## config.mk

```make
export PLATFORM = sky130hd
export DESIGN_NAME = dac_regbank
export DESIGN_NICKNAME = d
export VERILOG_FILES = /design/src/rtl/dac_regbank_pkg.sv /design/src/rtl/dac_input_bank.sv /design/src/rtl/dac_load_bank.sv /design/src/rtl/dac_out_mask.sv /design/src/rtl/dac_regbank.sv
export SDC_FILE = /design/constraint.sdc
export NUM_CORES = 1
export LEC_CHECK = 0
export BUFFER_PORTS_ARGS = -buffer_cell sky130_fd_sc_hd__clkbuf_2
export CAP_MARGIN = 25
export CORE_MARGIN = 2
export CORE_UTILIZATION = 35
export DETAILED_ROUTE_END_ITERATION = 8
export GPL_TIMING_DRIVEN = 0
export PLACE_DENSITY = 0.58
export SETUP_SLACK_MARGIN = 0.15
export SYNTH_ARGS = -nofsm -noshare
export SYNTH_HDL_FRONTEND = slang
export SYNTH_SLANG_ARGS = --single-unit
```

## constraint.sdc

```tcl
create_clock -name clk -period 3.6 [get_ports clk]
set_clock_uncertainty 0.2 [all_clocks]
set_input_delay 0.72 -clock clk [delete_from_list [all_inputs] [get_ports clk]]
set_output_delay 0.72 -clock clk [all_outputs]
set_load 0.02 [all_outputs]
```

## src/rtl/dac_regbank_pkg.sv

```systemverilog
package dac_regbank_pkg;
    localparam int unsigned DEF_CH = 8;
    localparam int unsigned DEF_W  = 13;

    // Offset-binary zero (also midscale) for a given code width
    function automatic logic [31:0] zero_code(input int unsigned w);
        return 32'd1 << (w - 1);
    endfunction
endpackage

```

## src/rtl/dac_input_bank.sv

```systemverilog
module dac_input_bank
    import dac_regbank_pkg::*;
#(
    parameter int unsigned CH = DEF_CH,
    parameter int unsigned W  = DEF_W,
    parameter int unsigned AW = $clog2(CH)
) (
    input  logic                  clk,
    input  logic                  rst_n,
    input  logic                  cs_n,
    input  logic                  wr_n,
    input  logic [AW-1:0]         addr,
    input  logic [W-1:0]          data,
    output logic [CH-1:0][W-1:0]  stage_d,
    output logic [CH-1:0][W-1:0]  stage_q
);
    localparam logic [W-1:0] MID = W'(zero_code(W));

    typedef struct packed {
        logic [CH-1:0][W-1:0] regs;
    } stage_t;

    stage_t          st_d, st_q;
    logic [CH-1:0]   sel;

    // One write enable per channel
    for (genvar i = 0; i < CH; i++) begin : g_sel
        assign sel[i] = !cs_n && !wr_n && (addr == AW'(i));
    end

    always_comb begin
        st_d = st_q;
        for (int i = 0; i < CH; i++) begin
            if (sel[i]) st_d.regs[i] = data;
        end
    end

    always_ff @(posedge clk or negedge rst_n) begin
        if (!rst_n) st_q <= '{regs: {CH{MID}}};
        else        st_q <= st_d;
    end

    assign stage_d = st_d.regs;
    assign stage_q = st_q.regs;


    sel_gate_chk: assert property (@(posedge clk) disable iff (!rst_n)
        cs_n |=> $stable(stage_q));


    write_lands_chk: assert property (@(posedge clk) disable iff (!rst_n)
        (!cs_n && !wr_n) |=> (stage_q[$past(addr)] == $past(data)));
endmodule

```

## src/rtl/dac_load_bank.sv

```systemverilog
module dac_load_bank
    import dac_regbank_pkg::*;
#(
    parameter int unsigned CH = DEF_CH,
    parameter int unsigned W  = DEF_W
) (
    input  logic                  clk,
    input  logic                  rst_n,
    input  logic                  ld_n,
    input  logic [CH-1:0][W-1:0]  src,
    output logic [CH-1:0][W-1:0]  hold_q
);
    localparam logic [W-1:0] MID = W'(zero_code(W));

    typedef struct packed {
        logic [CH-1:0][W-1:0] regs;
    } hold_t;

    hold_t h_d, h_q;

    always_comb begin
        h_d = h_q;
        if (!ld_n) h_d.regs = src;
    end

    always_ff @(posedge clk or negedge rst_n) begin
        if (!rst_n) h_q <= '{regs: {CH{MID}}};
        else        h_q <= h_d;
    end

    assign hold_q = h_q.regs;


    load_hold_chk: assert property (@(posedge clk) disable iff (!rst_n)
        ld_n |=> $stable(hold_q));


    load_copy_chk: assert property (@(posedge clk) disable iff (!rst_n)
        !ld_n |=> (hold_q == $past(src)));
endmodule

```

## src/rtl/dac_out_mask.sv

```systemverilog
module dac_out_mask
    import dac_regbank_pkg::*;
#(
    parameter int unsigned CH = DEF_CH,
    parameter int unsigned W  = DEF_W
) (
    input  logic                  clr_n,
    input  logic [CH-1:0][W-1:0]  hold_q,
    output logic [CH*W-1:0]       code_flat,
    output logic                  clr_flag
);
    localparam logic [W-1:0] ZERO = W'(zero_code(W));

    for (genvar i = 0; i < CH; i++) begin : g_ch
        assign code_flat[i*W +: W] = clr_n ? hold_q[i] : ZERO;
    end

    assign clr_flag = !clr_n;
endmodule

```

## src/rtl/dac_regbank.sv

```systemverilog
module dac_regbank
    import dac_regbank_pkg::*;
#(
    parameter int unsigned CH = DEF_CH,
    parameter int unsigned W  = DEF_W,
    parameter int unsigned AW = $clog2(CH)
) (
    input  logic            clk,
    input  logic            rst_n,
    input  logic            cs_n,
    input  logic            wr_n,
    input  logic [AW-1:0]   addr,
    input  logic [W-1:0]    data,
    input  logic            ld_n,
    input  logic            clr_n,
    output logic [CH*W-1:0] dac_code,
    output logic            clr_active
);
    localparam logic [W-1:0] ZERO = W'(zero_code(W));

    logic [CH-1:0][W-1:0] stage_d, stage_q, hold_q;

    dac_input_bank #(.CH(CH), .W(W), .AW(AW)) u_stage (
        .clk(clk), .rst_n(rst_n), .cs_n(cs_n), .wr_n(wr_n),
        .addr(addr), .data(data), .stage_d(stage_d), .stage_q(stage_q)
    );

    // Next staging value feeds the load rank so write+load flows in one edge
    dac_load_bank #(.CH(CH), .W(W)) u_hold (
        .clk(clk), .rst_n(rst_n), .ld_n(ld_n),
        .src(stage_d), .hold_q(hold_q)
    );

    dac_out_mask #(.CH(CH), .W(W)) u_mask (
        .clr_n(clr_n), .hold_q(hold_q),
        .code_flat(dac_code), .clr_flag(clr_active)
    );


    clear_forces_zero_chk: assert property (@(posedge clk) disable iff (!rst_n)
        !clr_n |-> (clr_active && (dac_code == {CH{ZERO}})));


    clear_release_chk: assert property (@(posedge clk) disable iff (!rst_n)
        clr_n |-> (dac_code == hold_q));
endmodule

```

==> key figures <==
Clocking
  • Latest clock arrival within the worst-skew pair: 0.52 ns
  • Clock slew at reported path FFs: 0.06 ns
  • Clock buffer depth: 3
  • H-tree levels: 1
  • CTS tree: yes
  • CTS Root Cell: clkbuf_16
  • TritonCTS buffer count: 24
  • CTS Sinks: 208
  • Post_cts resized: 0

Placement
  • Place WS: 0.412 ns
  • Placed insts: 1,468
  • Port-buffer cells: 124
  • Area post-placement: 10,800 µm²
  • DP HPWL: 22,500 µm
  • Global placer's final weighted congestion: 0.855

Setup path
  • Crit-path max FO: 10
  • CP endpoint kind: output port
  • Crit-path cells: clkbuf_1, clkbuf_1, and2_1, clkbuf_2
  • CP startpoint kind: input port
  • WP data arrival: 2.24 ns
  • Critical path class: in -> out
  • Slowest stage delay, CP: 0.59 ns
  • CP most frequent cell: clkbuf_1
  • Slowest stage cell, crit path: clkbuf_1
  • Worst EP required: 2.68 ns

Route
  • # DRC: 0
  • DRT iter0 DRCs: 879
  • DR WL/cell: 21.4 µm
  • Vias: 8,442
  • Drt total wl: 32,400 µm
  • Antenna-violating nets left: 0
  • Initial DRT Pass Iterations: 5
  • Via density: 5.58

Floorplanning
  • Die height: 170 µm
  • Placeable core area: 27,000 µm²
  • I/O Pins: 127
  • Die Area: 28,900 µm²
  • FP Rows: 60
  • Die W: 170 µm
  • Starting Density: 35.7%

Global routing
  • Total GRT Usage: 22.5%
  • Vias in the first global route: 8,482
  • Global-route wire length before repair: 49,800 µm
  • Grt total ovfl: 0
  • Pin count of the biggest net entering global routing: 80
  • Initial antenna violation count: 1

Synthesis
  • Most frequent cell after synthesis: dfrtp_1
  • List of most frequent post-synthesis cells: dfrtp_1 (192), o21ai_0 (136), nor2b_1 (106)
  • Avg Cell Area, Syn: 9.64 µm²
  • Gate count after technology mapping: 1,001
  • Top cells by area, synth: dfrtp_1 (50%), o21ai_0 (7.1%), nor2b_1 (6.9%), a31oi_1 (6.7%), and2_1 (6.3%)
  • Post-synth EDFFs: 0
  • Synth warn: 0
  • FF+latch count, synth: 208
  • Main synth FF type: dfrtp_1
  • Synth cell types: 24
  • Yosys top cell area share: 49.8%
  • Syn Std Cell Area: 9650 µm²
  • Top cell type by total area after synthesis: dfrtp_1
  • Syn Nets: 1,023
  • Async SR Flop Fraction: 100%
  • Sequential area share after synthesis: 54.1%

STA
  • Final setup TNS: 0 ns
  • Fin Hold WS: 0.280 ns
  • Final setup violation count: 0
  • Tightest Pin Transition: 1.00 ns
  • Fin crit period: 3.16 ns
  • Final period util: 87.7%
  • Slew Limit Fails: 0
  • Final hold violation count: 0
  • Unrepaired setup endpoints after global routing: false
  • Post-layout worst setup margin: 0.442 ns
  • Max frequency: 317 MHz
  • Max_slew headroom: 33.1%

Finish
  • # nets final: 1,176
  • Final Non-Filler Cells: 1,513
  • Ant diodes: 0
  • Area Growth Syn to Fin: 20.0%
  • Final instance area: 11,600 µm²
  • Layout cells sized above 1: 21.6%

Power
  • VDD IR max: 0.257 mV
  • Leak Pwr: 4.91 nW
  • Pwr per Cell Area: 578 nW/µm²

Run status
  • Status: complete, no violations

Job
  • Max-Cap Viols: 0

Hold path
  • Type of the tightest min-delay check: reg -> reg
## report_power, final
| group | switching [mW] | total (mW) | internal (mW) |
|---|---|---|---|
| clock | 0.981 | 2.52 | 1.54 |
| combinational | 0.817 | 1.24 | 0.426 |
| sequential | 0.163 | 2.93 | 2.77 |
## registers in the layout (all words and copies together), names as in the netlist
name / count
u_hold.hold_q: 104
u_stage.stage_q: 104
## layout by cell type (no fill, tap or decap), types with 2 or more instances in the layout
cell type,synthesis,layout
a21oi_1,104,104
a31oi_1,104,104
and2_1,97,97
buf_16,0,2
buf_2,23,23
buf_4,2,2
buf_6,8,8
bufinv_16,0,2
clkbuf_1,69,77
clkbuf_16,0,25
clkbuf_2,2,125
clkbuf_8,0,7
clkinv_2,0,3
dfrtp_1,192,192
dfstp_2,16,16
nand2_1,53,53
nand2b_1,9,9
nor2b_1,106,106
o21ai_0,136,136
o21ai_1,38,38
o21ai_2,34,34
## cell type report
| cell class | instances | area, µm² |
|---|---|---|
| Inverter | 1 | 3.75 |
| Clock buffer | 39 | 738 |
| Tap cell | 341 | 427 |
| Clock inverter | 5 | 75.1 |
| Sequential cell | 208 | 5230 |
| Multi-Input combinational cell | 688 | 3930 |
| Fill cell | 2775 | 15400 |
| Timing Repair Buffer | 127 | 694 |
| Buffer | 104 | 489 |
## layer usage
layer	track usage [%]	share of wire [%]	up-vias
li1	-	-	3822
met1	31.3	43	4132
met2	34.1	45	402
met3	4.95	8.6	84
met4	9.18	3.6	2
met5	0	0.040	-
## through the flow
stage                     power [mW]  utilization [%]
after global routing            6.99             42.9
after floorplan                 3.72                -
after CTS                       6.72             42.9
after detailed placement        4.21             39.8
after global placement          4.17             39.6
final                           6.69             42.9
## cells by family after synthesis
group	synth area share, %
buffers and inverters	5.11
AOI/OAI and AO/OA	24.2
DFF	54.1
and+or+nand+nor	16.5
## worst max-delay path, delay by kind of cell
| family | cells | cell delay [ns] |
|---|---|---|
| buffers and inverters | 3 | 1.25 |
| and+or+nand+nor | 1 | 0.26 |
## final timing paths
| path | from | endpoint | slack (ns) | cells after the start |
|---|---|---|---|---|
| setup / recovery | clr_n | dac_code[79] | 0.44 | 4 |
| hold / removal | u_stage.stage_q[38]$_DFF_PN1_ | u_stage.stage_q[38]$_DFF_PN1_ | 0.28 | 2 |
| setup reg to reg | u_stage.stage_q[64]$_DFF_PN1_ | u_hold.hold_q[64]$_DFFE_PN1N_ | 2.56 | 2 |
| hold reg to reg | u_stage.stage_q[38]$_DFF_PN1_ | u_stage.stage_q[38]$_DFF_PN1_ | 0.28 | 2 |
| max in group asynchronous | rst_n | u_hold.hold_q[90]$_DFFE_PN1N_ | 1.50 | 4 |
| min in group asynchronous | rst_n | u_hold.hold_q[6]$_DFFE_PN0N_ | 0.54 | 2 |
## repair_timing
| action | CTS | global route |
|---|---|---|
| buffers inserted | 0 | 0 |
| endpoints found under the hold margin | 13 | 0 |
| hold buffers | 1 | 0 |
No activity file was read; power rests on OpenSTA's default activity.
